File: src/rtl/rx_pkg.sv
package rx_pkg;

    typedef enum logic [2:0] {
        S_IDLE,
        S_START,
        S_DATA,
        S_PAR,
        S_STOP,
        S_STOP2,
        S_HOLD
    } rx_state_e;

    typedef struct packed {
        logic       brk;
        logic       ferr;
        logic       perr;
        logic [7:0] data;
    } rx_entry_t;

endpackage

File: src/rtl/rx_framer.sv
module rx_framer
    import rx_pkg::*;
#(
    parameter int OSR = 16
) (
    input  logic      clk,
    input  logic      rst_n,
    input  logic      tick_i,
    input  logic      rxd_i,
    input  logic      len7_i,
    input  logic      two_stop_i,
    input  logic      par_en_i,
    input  logic      par_odd_i,
    output logic      push_o,
    output rx_entry_t entry_o
);
    localparam int CW = $clog2(OSR);
    localparam logic [CW-1:0] MID  = CW'(OSR / 2 - 1);
    localparam logic [CW-1:0] LAST = CW'(OSR - 1);

    typedef struct packed {
        logic            s1;
        logic            s2;
        rx_state_e       st;
        logic [CW-1:0]   cnt;
        logic [2:0]      bidx;
        logic [7:0]      sh;
        logic            pbit;
        logic            push;
        rx_entry_t       ent;
    } fr_t;

    fr_t  fr_q, fr_d;
    logic line;
    logic at_bit;
    logic bad_stop;

    always_comb begin
        fr_d      = fr_q;
        fr_d.push = 1'b0;
        fr_d.s1   = rxd_i;
        fr_d.s2   = fr_q.s1;
        line      = fr_q.s2;
        at_bit    = (fr_q.cnt == LAST);
        bad_stop  = !line;

        if (fr_q.st == S_HOLD) begin
            // wait for the line to return high after a framing error
            if (line) fr_d.st = S_IDLE;
        end else if (tick_i) begin
            fr_d.cnt = at_bit ? '0 : fr_q.cnt + 1'b1;
            unique case (fr_q.st)
                S_IDLE: begin
                    fr_d.cnt = '0;
                    if (!line) fr_d.st = S_START;
                end
                S_START: begin
                    if (fr_q.cnt == MID) begin
                        fr_d.cnt = '0;
                        if (line) begin
                            fr_d.st = S_IDLE;
                        end else begin
                            fr_d.st   = S_DATA;
                            fr_d.bidx = '0;
                            fr_d.sh   = '0;
                        end
                    end
                end
                S_DATA: begin
                    if (at_bit) begin
                        fr_d.sh[fr_q.bidx] = line;
                        if (fr_q.bidx == (len7_i ? 3'd6 : 3'd7))
                            fr_d.st = par_en_i ? S_PAR : S_STOP;
                        else
                            fr_d.bidx = fr_q.bidx + 3'd1;
                    end
                end
                S_PAR: begin
                    if (at_bit) begin
                        fr_d.pbit = line;
                        fr_d.st   = S_STOP;
                    end
                end
                S_STOP: begin
                    if (at_bit) begin
                        fr_d.push      = 1'b1;
                        fr_d.ent.data  = fr_q.sh;
                        fr_d.ent.perr  = par_en_i &&
                                         ((^fr_q.sh ^ fr_q.pbit) != par_odd_i);
                        fr_d.ent.ferr  = bad_stop;
                        fr_d.ent.brk   = bad_stop && (fr_q.sh == 8'h00);
                        if (bad_stop)        fr_d.st = S_HOLD;
                        else if (two_stop_i) fr_d.st = S_STOP2;
                        else                 fr_d.st = S_IDLE;
                    end
                end
                S_STOP2: begin
                    if (at_bit) fr_d.st = S_IDLE;
                end
                default: fr_d.st = S_IDLE;
            endcase
        end
    end

    always_ff @(posedge clk or negedge rst_n) begin
        if (!rst_n) begin
            fr_q      <= '0;
            fr_q.s1   <= 1'b1;
            fr_q.s2   <= 1'b1;
            fr_q.st   <= S_IDLE;
        end else begin
            fr_q <= fr_d;
        end
    end

    assign push_o  = fr_q.push;
    assign entry_o = fr_q.ent;

endmodule

File: src/rtl/rx_queue.sv
module rx_queue
    import rx_pkg::*;
#(
    parameter int DEPTH = 16,
    parameter int LW    = $clog2(DEPTH + 1)
) (
    input  logic          clk,
    input  logic          rst_n,
    input  logic          push_i,
    input  rx_entry_t     din_i,
    input  logic          pop_i,
    output rx_entry_t     head_o,
    output logic [LW-1:0] level_o,
    output logic          empty_o,
    output logic          full_o,
    output logic          drop_o
);
    localparam int AW = (DEPTH > 1) ? $clog2(DEPTH) : 1;
    localparam logic [AW-1:0] TOP = AW'(DEPTH - 1);

    typedef struct packed {
        rx_entry_t [DEPTH-1:0] mem;
        logic [AW-1:0]         wp;
        logic [AW-1:0]         rp;
        logic [LW-1:0]         cnt;
    } q_t;

    q_t   st_q, st_d;
    logic do_push;
    logic do_pop;

    always_comb begin
        st_d    = st_q;
        do_pop  = pop_i && (st_q.cnt != '0);
        do_push = push_i && (st_q.cnt != LW'(DEPTH));
        if (do_push) begin
            st_d.mem[st_q.wp] = din_i;
            st_d.wp = (st_q.wp == TOP) ? '0 : st_q.wp + 1'b1;
        end
        if (do_pop)
            st_d.rp = (st_q.rp == TOP) ? '0 : st_q.rp + 1'b1;
        case ({do_push, do_pop})
            2'b10:   st_d.cnt = st_q.cnt + 1'b1;
            2'b01:   st_d.cnt = st_q.cnt - 1'b1;
            default: st_d.cnt = st_q.cnt;
        endcase
    end

    always_ff @(posedge clk or negedge rst_n) begin
        if (!rst_n) st_q <= '0;
        else        st_q <= st_d;
    end

    assign head_o  = st_q.mem[st_q.rp];
    assign level_o = st_q.cnt;
    assign empty_o = (st_q.cnt == '0);
    assign full_o  = (st_q.cnt == LW'(DEPTH));
    assign drop_o  = push_i && full_o;

endmodule

File: src/rtl/rx_status.sv
module rx_status
    import rx_pkg::*;
#(
    parameter int LW      = 5,
    parameter int RTS_LIM = 14,
    parameter int TRIG    = 1
) (
    input  logic          clk,
    input  logic          rst_n,
    input  logic          push_i,
    input  rx_entry_t     entry_i,
    input  logic          drop_i,
    input  logic          clr_i,
    input  logic [LW-1:0] level_i,
    output logic          irq_data_o,
    output logic          irq_err_o,
    output logic          irq_brk_o,
    output logic          overrun_o,
    output logic          rts_o
);
    typedef struct packed {
        logic err;
        logic brk;
        logic ovr;
    } sf_t;

    sf_t sf_q, sf_d;

    always_comb begin
        sf_d = sf_q;
        if (clr_i) sf_d = '0;
        // a new event in the same cycle as a clear wins
        if (push_i && (entry_i.perr || entry_i.ferr)) sf_d.err = 1'b1;
        if (push_i && entry_i.brk)                     sf_d.brk = 1'b1;
        if (drop_i) begin
            sf_d.ovr = 1'b1;
            sf_d.err = 1'b1;
        end
    end

    always_ff @(posedge clk or negedge rst_n) begin
        if (!rst_n) sf_q <= '0;
        else        sf_q <= sf_d;
    end

    assign irq_err_o  = sf_q.err;
    assign irq_brk_o  = sf_q.brk;
    assign overrun_o  = sf_q.ovr;
    assign irq_data_o = (level_i >= LW'(TRIG));
    assign rts_o      = (level_i < LW'(RTS_LIM));

endmodule

File: src/rtl/serial_rx_fifo.sv
module serial_rx_fifo
    import rx_pkg::*;
#(
    parameter int OSR     = 16,
    parameter int DEPTH   = 16,
    parameter int RTS_LIM = 14,
    parameter int TRIG    = 1,
    parameter int LW      = $clog2(DEPTH + 1)
) (
    input  logic          clk,
    input  logic          rst_n,
    input  logic          os_tick_i,
    input  logic          rxd_i,
    input  logic          cfg_len7_i,
    input  logic          cfg_two_stop_i,
    input  logic          cfg_par_en_i,
    input  logic          cfg_par_odd_i,
    input  logic          pop_i,
    input  logic          clr_i,
    output logic [7:0]    rd_data_o,
    output logic          rd_perr_o,
    output logic          rd_ferr_o,
    output logic          rd_brk_o,
    output logic          empty_o,
    output logic [LW-1:0] level_o,
    output logic          irq_data_o,
    output logic          irq_err_o,
    output logic          irq_brk_o,
    output logic          overrun_o,
    output logic          rts_o
);
    logic      push_w;
    logic      fifo_full_w;
    logic      drop_w;
    rx_entry_t ent_w;
    rx_entry_t head_w;

    rx_framer #(.OSR(OSR)) u_framer (
        .clk        (clk),
        .rst_n      (rst_n),
        .tick_i     (os_tick_i),
        .rxd_i      (rxd_i),
        .len7_i     (cfg_len7_i),
        .two_stop_i (cfg_two_stop_i),
        .par_en_i   (cfg_par_en_i),
        .par_odd_i  (cfg_par_odd_i),
        .push_o     (push_w),
        .entry_o    (ent_w)
    );

    rx_queue #(.DEPTH(DEPTH), .LW(LW)) u_queue (
        .clk     (clk),
        .rst_n   (rst_n),
        .push_i  (push_w),
        .din_i   (ent_w),
        .pop_i   (pop_i),
        .head_o  (head_w),
        .level_o (level_o),
        .empty_o (empty_o),
        .full_o  (fifo_full_w),
        .drop_o  (drop_w)
    );

    rx_status #(.LW(LW), .RTS_LIM(RTS_LIM), .TRIG(TRIG)) u_status (
        .clk        (clk),
        .rst_n      (rst_n),
        .push_i     (push_w),
        .entry_i    (ent_w),
        .drop_i     (drop_w),
        .clr_i      (clr_i),
        .level_i    (level_o),
        .irq_data_o (irq_data_o),
        .irq_err_o  (irq_err_o),
        .irq_brk_o  (irq_brk_o),
        .overrun_o  (overrun_o),
        .rts_o      (rts_o)
    );

    assign rd_data_o = head_w.data;
    assign rd_perr_o = head_w.perr;
    assign rd_ferr_o = head_w.ferr;
    assign rd_brk_o  = head_w.brk;

endmodule

File: config.mk
export PLATFORM = sky130hd
export DESIGN_NAME = serial_rx_fifo
export DESIGN_NICKNAME = d
export VERILOG_FILES = /design/src/rtl/rx_pkg.sv /design/src/rtl/rx_framer.sv /design/src/rtl/rx_queue.sv /design/src/rtl/rx_status.sv /design/src/rtl/serial_rx_fifo.sv
export SDC_FILE = /design/constraint.sdc
export NUM_CORES = 1
export LEC_CHECK = 0
export BUFFER_PORTS_ARGS = -buffer_cell sky130_fd_sc_hd__buf_2
export CORE_MARGIN = 4
export CORE_UTILIZATION = 56
export CTS_CLUSTER_DIAMETER = 200
export CTS_CLUSTER_SIZE = 12
export DETAILED_ROUTE_END_ITERATION = 6
export PLACE_DENSITY = 0.76
export SETUP_SLACK_MARGIN = 0.3
export SYNTH_ARGS = -nofsm -noshare
export SYNTH_HDL_FRONTEND = slang
export SYNTH_SLANG_ARGS = --single-unit
File: constraint.sdc
create_clock -name clk -period 2.2 [get_ports clk]
set_input_delay 0.11 -clock clk [delete_from_list [all_inputs] [get_ports clk]]
set_output_delay 0.11 -clock clk [all_outputs]
set_load 0.05 [all_outputs]
==> impl_metrics.toml <==
[route]
ant_nets = 0
wl_per_cell_um = 28.4
via_count = 8415
drtIter0Drc = 1008
drtPass1Iterations = 7
vias_per_cell = 6.78
route.detailed.drc = 0
wl_um = 35300

[status]
violations = "negative setup slack"
status = "complete, but fails checks"

[sta]
setup_slack_ps = -355
finalSetupViolCount = 11
slew_violations = 0
period_minus_slack_ps = 2560
skew_ps = 14.8
hold_violations = 0
rsz0062_at_grt = "true"
fin_crit_sh_pct = 116
worst_pin_slew_ps = 843
timing.slew.headroom_pct = 43.8
hold-worst-slack_ps = 71.2
fmax_ghz = 0.391

[yosys]
synthesis.nets = 899
ys_warn_count = 0
synthesis.area_um2 = 11000
synth_area_per_cell_um2 = 12.6
synthArstFlopShare_pct = 100
postSynthCellCount = 873
synth.distinct_cells = 47
synthFlopType = "dfrtp_1"
ys_ff_latch = 225
synth_edf_count = 0
yosysSeqAreaShare_pct = 51.3

[place]
dp_hpwl_um = 15400
io_buffer_count = 31
gp_congestion = 0.802

[cts]
htree_levels = 1
root_buffer = "clkbuf_16"
clock_sinks = 225
clock_latency_ps = 520
clockBufferDepth = 3
cts_tree = "done"
numCtsBuffers = 22
clk_pin_slew_ps = 60

[pwr]
leakage_uw = 0.00672
total_power_uw = 12900
peakVddDrop_mv = 0.945
power_density_nw_per_um2 = 908

[cells_and_area]
area_growth_pct = 29.6
layout-drive-gt1-share_pct = 47.2
final_nets = 999
antenna_cells = 0

[global_routing]
antenna_found_initial = 0
first_global_vias = 8523
gr-total-overflow = 0
grt_usage_pct = 29.0
grt_max_degree = 73
grt_pass1_wl_um = 49300

[critical_path]
worstPathArrival_ps = 2450
cp-start-kind = "flip-flop"
required_ps = 2090
crit_fanout = 7
path_class = "flip-flop to output port"
cp-end-kind = "output port"

[floorplan]
die_w_um = 148
dieArea_um2 = 21900
rows = 50
io_pins = 32
core_um2 = 19000
start_util_pct = 57.7
die_h_um = 148

[min_path]
hold_path.class = "input port to flip-flop"

[run]
max_cap_violations = 0
per-stage QoR:
step           setup TNS [ps]  utilization, %  cell area [um2]  setup WS [ps]  instances
2_1_floorplan           -21.2               -            11000          -21.2        873
3_3_place_gp                0            60.2            11400            139       1135
3_5_place_dp                0            60.2            11400           96.0       1135
4_1_cts                 -1520            71.2            13500           -183       1224
5_1_grt                 -2710            74.8            14200           -365       1241
6_report                -2350            74.8            14200           -355       1241
worst paths after layout:
check | from | end | slack [ps] | depth (start not counted)
worst max-delay path | u_queue.st_q[5]$_DFFE_PN0P_ | rd_ferr_o | -360 | 8
worst min-delay path | cfg_par_odd_i | u_framer.entry_o[8]$_DFFE_PN0P_ | 70 | 5
worst max register to register | u_queue.st_q[11]$_DFFE_PN0P_ | u_queue.st_q[69]$_DFFE_PN0P_ | 80 | 4
worst min register to register | u_framer.fr_d[31]$_DFF_PN1_ | u_framer.line$_DFF_PN1_ | 360 | 0
max in group asynchronous | rst_n | u_queue.st_q[51]$_DFFE_PN0P_ | 1260 | 3
min in group asynchronous | rst_n | u_queue.st_q[81]$_DFFE_PN0P_ | 150 | 2
cells by family after synthesis:
group / Yosys count / share of synthesized area, %
xor+xnor: 14 / 1.12
simple gates: 161 / 8.38
buf+inv: 86 / 4.94
mux: 215 / 23.8
compound gates: 156 / 8.63
flops: 225 / 51.3
fa+ha+maj: 16 / 1.82
routing by layer:
metal / track usage (%) / wire length (um) / up-vias
met3: 6.90 / 3000 / 197
met4: 16.9 / 2850 / 0
met1: 36.4 / 12900 / 4252
li1: - / - / 3372
met2: 46.3 / 16500 / 594
met5: 0 / 0 / -
cell type report:
type	instances	area (um2)
clock inverter	1	5.00
timing repair buffer	129	1490
tap	260	325
sequential	225	5640
clock buffer	31	606
inverter	21	81.3
multi-input combinational	574	6080
fill	1053	4790
synth_stat cells, types with 5 or more instances:
| cell type | count | share of area (%) |
|---|---|---|
| ha_1 | 16 | 1.8 |
| o21ai_0 | 89 | 4.1 |
| clkbuf_1 | 27 | 0.92 |
| nor2b_1 | 8 | 0.46 |
| mux2_2 | 146 | 15 |
| nand3_4 | 13 | 2.1 |
| mux4_2 | 22 | 4.5 |
| nor3_1 | 6 | 0.27 |
| nand2b_1 | 7 | 0.40 |
| nor2_1 | 18 | 0.62 |
| inv_1 | 21 | 0.72 |
| buf_4 | 8 | 0.55 |
| nand2_1 | 83 | 2.8 |
| a21oi_1 | 14 | 0.64 |
| dfrtp_1 | 223 | 51 |
| a22oi_1 | 11 | 0.75 |
| nand3_1 | 13 | 0.59 |
| a221oi_1 | 22 | 1.8 |
| a22o_1 | 5 | 0.40 |
| xor2_1 | 5 | 0.40 |
| mux2i_1 | 47 | 4.3 |
| xnor2_1 | 9 | 0.72 |
| buf_8 | 10 | 1.4 |
| buf_2 | 13 | 0.59 |
power breakdown:
part           internal, uW  switching [uW]  total [uW]
clock                  1890            1620        3510
sequential             4260             131        4390
combinational          2100            2910        5010
total                  8250            4660       12900
layout by cell type (no fill, tap or decap), types with 8 or more instances in the layout:
master     netlist  final
nand3_4         13     28
clkbuf_1        27      8
o21ai_0         89     47
mux4_2          22     22
nand2_1         83     49
dfrtp_1        223    221
nor2_1          18     15
nand3_1         13      9
ha_1            16     10
mux2_4           0    132
buf_12           1     12
buf_8           10     12
a22oi_2          0     10
clkbuf_16        0     25
mux2_2         146     14
buf_4            8     38
mux2i_1         47     41
a21oi_1         14     13
o21ai_2          0     16
buf_6            3     36
buf_2           13     17
inv_1           21     18
xnor2_1          9      8
o21ai_1          0     25
nand2_2          0     28
a221oi_2         0     20
registers in the layout, indices dropped and copies added (netlist names):
name and flops:
u_status.overrun_o 1, u_queue.level_o 5, u_queue.st_q 184, u_framer.fr_q 19
u_framer.line 1, u_framer.entry_o 11, u_status.irq_err_o 1, u_status.irq_brk_o 1
u_framer.fr_d 1, u_framer.push_o 1
timing repair:
item	in CTS	in global routing
resized for setup	218	169
pin swaps	27	35
hold buffers	5	0
endpoints found under the setup margin	172	205
hold endpoints to repair	73	0
gates cloned	20	2
setup buffers	32	15
critical path: stages (launching register included):
cell	delay [ps]
dfrtp_4	510
buf_6	150
buf_12	120
buf_16	140
mux2i_1	160
a221oi_2	410
a22oi_2	150
nand2_2	130
buf_8	150
Note: power is estimated with default switching activity, not from simulation.
